**src/rtl/xirq_pkg.sv**
```systemverilog
// Package: shared constants for the external interrupt request controller.
// Assumes an 8-bit control register with edge select at bit 7 and enable at bit 6.
package xirq_pkg;
    localparam int REG_W    = 8;
    localparam int EDGE_BIT = 7;
    localparam int EN_BIT   = 6;
    localparam logic EDGE_RST = 1'b0;
    localparam logic EN_RST   = 1'b1;
    localparam int SYNC_STAGES = 2;
endpackage

```
**src/rtl/xirq_sync.sv**
```systemverilog
// Module: pin synchronizer. Carries an asynchronous pin through STAGES flops and
// keeps one extra flop of history so a downstream falling-edge detector can compare.
// Assumes an idle-high (active-low) pin, so all stages reset to 1.
module xirq_sync #(
    parameter int STAGES = 2
) (
    input  logic clk,
    input  logic rst_n,
    input  logic pin_i,
    output logic sync_o,
    output logic prev_o
);
    localparam int CHAIN_W = STAGES + 1;

    logic [CHAIN_W-1:0] chain_q;

    // Purpose: shift the pin into the synchronizer chain; reset to the idle level.
    always_ff @(posedge clk) begin
        if (!rst_n) chain_q <= '1;
        else        chain_q <= {chain_q[CHAIN_W-2:0], pin_i};
    end

    assign sync_o = chain_q[STAGES-1];
    assign prev_o = chain_q[STAGES];
endmodule

```
**src/rtl/xirq_cfg.sv**
```systemverilog
// Module: control register. Holds the edge-select and enable bits. Edge select is
// guarded by a write-once flag that any write outside special mode sets.
// Assumes one write per cycle that reg_wr is high; special_mode is sampled with it.
module xirq_cfg
    import xirq_pkg::*;
(
    input  logic clk,
    input  logic rst_n,
    input  logic wr_i,
    input  logic special_i,
    input  logic edge_wr_i,
    input  logic en_wr_i,
    output logic edge_o,
    output logic en_o
);
    logic locked_q;

    // Purpose: update enable always; update edge select only when unlocked or special.
    always_ff @(posedge clk) begin
        if (!rst_n) begin
            edge_o   <= EDGE_RST;
            en_o     <= EN_RST;
            locked_q <= 1'b0;
        end else if (wr_i) begin
            en_o <= en_wr_i;
            if (special_i || !locked_q) edge_o <= edge_wr_i;
            if (!special_i) locked_q <= 1'b1;
        end
    end

    p_edge_locked_r6: assert property (@(posedge clk) disable iff (!rst_n)
        (locked_q && wr_i && !special_i) |=> $stable(edge_o));
    p_edge_special_r7: assert property (@(posedge clk) disable iff (!rst_n)
        (wr_i && special_i) |=> (edge_o == $past(edge_wr_i)));
    p_enable_any_r8: assert property (@(posedge clk) disable iff (!rst_n)
        wr_i |=> (en_o == $past(en_wr_i)));
    p_hold_idle_r6: assert property (@(posedge clk) disable iff (!rst_n)
        !wr_i |=> ($stable(edge_o) && $stable(en_o)));
endmodule

```
**src/rtl/xirq_edge_latch.sv**
```systemverilog
// Module: falling-edge latch. Sets on a detected falling edge in edge mode. Clears on a
// service acknowledge unless a new edge arrives in that cycle, and is held clear while disabled.
// Assumes fall_i is a one-cycle pulse derived from synchronized samples.
module xirq_edge_latch (
    input  logic clk,
    input  logic rst_n,
    input  logic en_i,
    input  logic edge_mode_i,
    input  logic fall_i,
    input  logic ack_i,
    output logic pend_o
);
    // Purpose: capture edges with priority over acknowledge; force clear when disabled.
    always_ff @(posedge clk) begin
        if (!rst_n)                    pend_o <= 1'b0;
        else if (!en_i)                pend_o <= 1'b0;
        else if (fall_i && edge_mode_i) pend_o <= 1'b1;
        else if (ack_i)                pend_o <= 1'b0;
    end

    p_clear_disabled_r9: assert property (@(posedge clk) disable iff (!rst_n)
        !en_i |=> !pend_o);
    p_hold_pending_r4: assert property (@(posedge clk) disable iff (!rst_n)
        (pend_o && en_i && !ack_i) |=> pend_o);
    p_ack_clears_r5: assert property (@(posedge clk) disable iff (!rst_n)
        (pend_o && en_i && ack_i && !fall_i) |=> !pend_o);
    p_edge_wins_r5: assert property (@(posedge clk) disable iff (!rst_n)
        (en_i && edge_mode_i && fall_i) |=> pend_o);
endmodule

```
**src/rtl/xirq_ctrl.sv**
```systemverilog
// Module: external interrupt request controller top. Synchronizes the active-low pin,
// detects falling edges, and forms the request from level or latch, gated by enable.
// Assumes reg_rdata is continuously valid; there is no read strobe.
module xirq_ctrl
    import xirq_pkg::*;
(
    input  logic             clk,
    input  logic             rst_n,
    input  logic             irq_pin_n,
    input  logic             special_mode,
    input  logic             reg_wr,
    input  logic [REG_W-1:0] reg_wdata,
    output logic [REG_W-1:0] reg_rdata,
    input  logic             svc_ack,
    output logic             irq_req
);
    logic pin_s, pin_prev, fall, edge_sel, enable, pending;
    logic unused_wdata;

    assign unused_wdata = ^reg_wdata[EN_BIT-1:0];

    xirq_sync #(.STAGES(SYNC_STAGES)) u_sync (
        .clk(clk), .rst_n(rst_n), .pin_i(irq_pin_n),
        .sync_o(pin_s), .prev_o(pin_prev)
    );

    xirq_cfg u_cfg (
        .clk(clk), .rst_n(rst_n), .wr_i(reg_wr), .special_i(special_mode),
        .edge_wr_i(reg_wdata[EDGE_BIT]), .en_wr_i(reg_wdata[EN_BIT]),
        .edge_o(edge_sel), .en_o(enable)
    );

    // Purpose: a falling edge is a high previous sample followed by a low current one.
    assign fall = pin_prev & ~pin_s;

    xirq_edge_latch u_latch (
        .clk(clk), .rst_n(rst_n), .en_i(enable), .edge_mode_i(edge_sel),
        .fall_i(fall), .ack_i(svc_ack), .pend_o(pending)
    );

    // Purpose: choose the request source by sensing style and gate it with enable.
    always_comb begin
        irq_req = enable & (edge_sel ? pending : ~pin_s);
    end

    // Purpose: assemble read-back; unimplemented bits read zero.
    always_comb begin
        reg_rdata           = '0;
        reg_rdata[EDGE_BIT] = edge_sel;
        reg_rdata[EN_BIT]   = enable;
    end

    p_zero_bits_r2: assert property (@(posedge clk) disable iff (!rst_n)
        reg_rdata[EN_BIT-1:0] == '0);
    p_req_gated_r9: assert property (@(posedge clk) disable iff (!rst_n)
        !reg_rdata[EN_BIT] |-> !irq_req);
    p_level_follow_r3: assert property (@(posedge clk) disable iff (!rst_n)
        (reg_rdata[EN_BIT] && !reg_rdata[EDGE_BIT]) |-> (irq_req == !pin_s));
    p_reset_state_r1: assert property (@(posedge clk)
        $rose(rst_n) |-> (reg_rdata == 8'h40 && !irq_req));
endmodule

```
**config.mk**
```make
export PLATFORM = sky130hd
export DESIGN_NAME = xirq_ctrl
export DESIGN_NICKNAME = d
export VERILOG_FILES = /design/src/rtl/xirq_pkg.sv /design/src/rtl/xirq_sync.sv /design/src/rtl/xirq_cfg.sv /design/src/rtl/xirq_edge_latch.sv /design/src/rtl/xirq_ctrl.sv
export SDC_FILE = /design/constraint.sdc
export NUM_CORES = 1
export LEC_CHECK = 0
export BUFFER_PORTS_ARGS = -buffer_cell sky130_fd_sc_hd__buf_4
export CORE_AREA = 2 2 39 41
export CTS_CLUSTER_DIAMETER = 200
export CTS_CLUSTER_SIZE = 12
export DETAILED_ROUTE_END_ITERATION = 6
export DIE_AREA = 0 0 41 43
export SLEW_MARGIN = 20
export SYNTH_ARGS = -nofsm -noshare
export SYNTH_HDL_FRONTEND = slang
export SYNTH_SLANG_ARGS = --single-unit
```
**constraint.sdc**
```tcl
create_clock -name clk -period 1.15 [get_ports clk]
set_clock_uncertainty 0.15 [all_clocks]
set_input_delay 0.0575 -clock clk [delete_from_list [all_inputs] [get_ports clk]]
set_output_delay 0.0575 -clock clk [all_outputs]
set_load 0.02 [all_outputs]
```
==> impl_summary.txt <==
----------------------------------------------------
[Yosys]
  Cell area after synthesis ... 317 µm²
  Number of synthesis warnings ... 0
  Leading cell types by total area after synthesis ... dfxtp_1 (44%), buf_4 (19%), or2b_1 (7.1%)
  Register bit count reported by yosys ... 7
  Library cell with the largest summed area after synthesis ... dfxtp_1
  Area fraction of the dominant cell type after synthesis ... around 44%
  Avg Cell Area, Syn ... 9.31 µm²
  Post-Synthesis Cells ... 34
  Sequential fraction of the synthesis area ... between 40% and 50%
  Synth cell types ... 14

[Die]
  Die boundary height ... 43 µm
  Core region area ... 0.00138 mm²
  Die area ... 0.00176 mm²
  Initial core utilization ... 22.9%
  Die width ... ~41 µm
  Floorplan row count ... 14
  I/O pin cnt ... 23

[Detailed routing]
  Via count of the routed design ... roughly 260
  Drt wl/cell ... roughly 8.0 µm
  Drt via density ... 3.80
  Wire length reported by the detailed router ... 549 µm
  DRC violation count after routing ... 0
  Initial DRC Count ... 5
  First drt pass iteration count ... 4
  Post-route antenna net violation count ... 0

[STA]
  Setup repair after global routing missed its margin ... true
  Max Slew Vio Count ... 0
  Highest clock frequency the design can meet ... roughly 0.86 GHz
  Final number of setup-violating endpoints ... 1
  Smallest setup slack after layout ... -0.00674 ns
  Final hold violation count ... 0
  Sum of negative setup slack ... -0.00674 ns
  Clock period minus final worst setup slack ... around 1.2 ns
  Period Utilization, post-route ... 101%

[Global routing]
  Antenna violations before repair ... 0
  Overall Global Routing Usage ... under 10%
  Vias in the first global route ... between 200 and 250
  Wire length of the first global-routing pass ... 931 µm
  Maximum number of pins on one net before global-route repair ... 9
  Remaining Overflow, GRT ... 0

[Final layout]
  Final core occ ... 34.7%
  Area used by multi-input combinational logic ... between 100 and 150 µm²
  Relative area change from synthesis to final layout ... 51.8%
  Area of all placed cells without fillers ... 480 µm²
  # diodes ... 0
  Fill cell count ... about 150
  Total number of nets in the final design ... slightly below 70
  Share of layout cells above drive strength 1 ... 30.2%
  Total area of sequential cells ... 143 µm²

[Power and ir drop]
  Power after layout ... 0.000578 W
  Leakage power total ... 0.223 nW
  Maximum vdd drop ... approximately 0.00073 V
  Power Dens Cells ... 1200 mW/mm²

[Worst setup path]
  Required time worst endpoint ... 0.94 ns
  Startpoint type of the worst setup path ... flop
  Arrival time reported for the critical path endpoint ... around 0.95 ns
  Crit end category ... output port
  Worst Path Max Fanout ... 3
  Setup Crit Path Kind ... flop to output port

[Clocking]
  TritonCTS Buffers ... 3
  Root buf cell ... clkbuf_4
  Maximum count of clock buffers along a single path ... 2
  Max H-tree Level ... 1
  CTS sink count ... 7
  Clock slew seen by the registers of the worst setup and hold paths ... approximately 0.05 ns
  Later-pin clock latency in the skew report ... 0.25 ns
  Clock tree from TritonCTS ... built

[Placed design]
  Last weighted congestion value of the routability-driven placer ... 0.652
  HPWL after DPL ... 377 µm
  Placed Instance Area ... 370 µm²
  Buffers added on ports ... 10

[Job]
  Total of max-cap violations ... 0

[Outcome]
  Failing checks ... negative setup slack
  Result of the run ... complete, but fails checks

[Min path]
  Hold Crit Class ... flop to flop

----------------------------------------------------
## timing repair
| action | CTS | global route |
|---|---|---|
| endpoints found under the hold margin | 7 | 0 |
| hold buffers | 7 | 0 |
| gates resized for setup | 4 | 0 |
| setup buffers | 1 | 0 |
| setup endpoints to repair | 1 | 1 |
## power breakdown
part / total (W) / internal, W / switching (W)
logic: 0.0000986 / 0.0000535 / 0.0000451
registers: 0.000261 / 0.000255 / 0.00000655
clock network: 0.000218 / 0.000132 / 0.0000862
## layer usage
metal  GRT usage [%]  wire [µm]  vias up
met2            11.6        259       15
met4            4.00          0        0
met3            7.85         67        0
li1                -          -      134
met1            9.21        222      113
met5               0          0        -
## sequential cells by signal (all words and copies together) (netlist names)
name            count
u_cfg.en_o          1
u_cfg.edge_o        1
u_sync.chain_q      3
u_latch.pend_o      1
u_cfg.locked_q      1
## synthesized netlist by cell type, drive strengths merged
master	instances
buf	8
dfxtp	7
nand2	4
or2b	3
a21oi	2
nand2b	2
a41o	1
and2	1
conb	1
mux2i	1
nand3b	1
nor2b	1
o21a	1
o21ai	1
## cell type report
class	count	share of cell area, %
timing repair buffer	18	32.6
multi-input combinational	24	28.1
tap	16	4.17
clock buffer	4	5.47
sequential	7	29.7
## logic make-up (layout without fill, tap and decap cells)
family	count (synthesis)	count (layout)	share of synthesized area [%]
other cells	1	6	1.18
flops	7	7	44.3
simple gates	12	12	22.1
compound gates	5	5	10.3
mux	1	1	3.16
buf+inv	8	22	19.0
## placed cells by master, fill, tap and decap left out, types with 2 or more instances in the layout
master,n
nand2b_1,2
a21oi_1,2
buf_4,10
conb_1,6
dfxtp_1,5
dfxtp_2,2
clkbuf_4,3
dlygate4sd3_1,7
or2b_1,3
nand2_1,4
## worst max-delay path: stages (launching register included)
cell and delay [ns]:
dfxtp_2 0.32, nand2_1 0.05, o21ai_1 0.05, and2_1 0.16
buf_6 0.13
## worst paths after layout
path / from / endpoint / slack, ns / cells past startpoint
setup / recovery: u_cfg.edge_o / irq_req / -0.007 / 4
setup reg to reg: u_cfg.edge_o / u_cfg.edge_o / 0.16 / 4
hold reg to reg: u_sync.chain_q[0] / u_sync.chain_q[1] / 0.25 / 1
hold / removal: u_sync.chain_q[0] / u_sync.chain_q[1] / 0.25 / 1
## metrics by stage
stage                     setup WS [ns]  hold WS, ns  cells
after floorplan                   0.250      -0.0306     39
after global placement            0.156       0.0877     57
after detailed placement          0.160       0.0938     57
after CTS                       -0.0219        0.259     69
after global routing            -0.0639        0.282     69
final                          -0.00674        0.251     69
No activity file was read; power rests on OpenSTA's default activity.
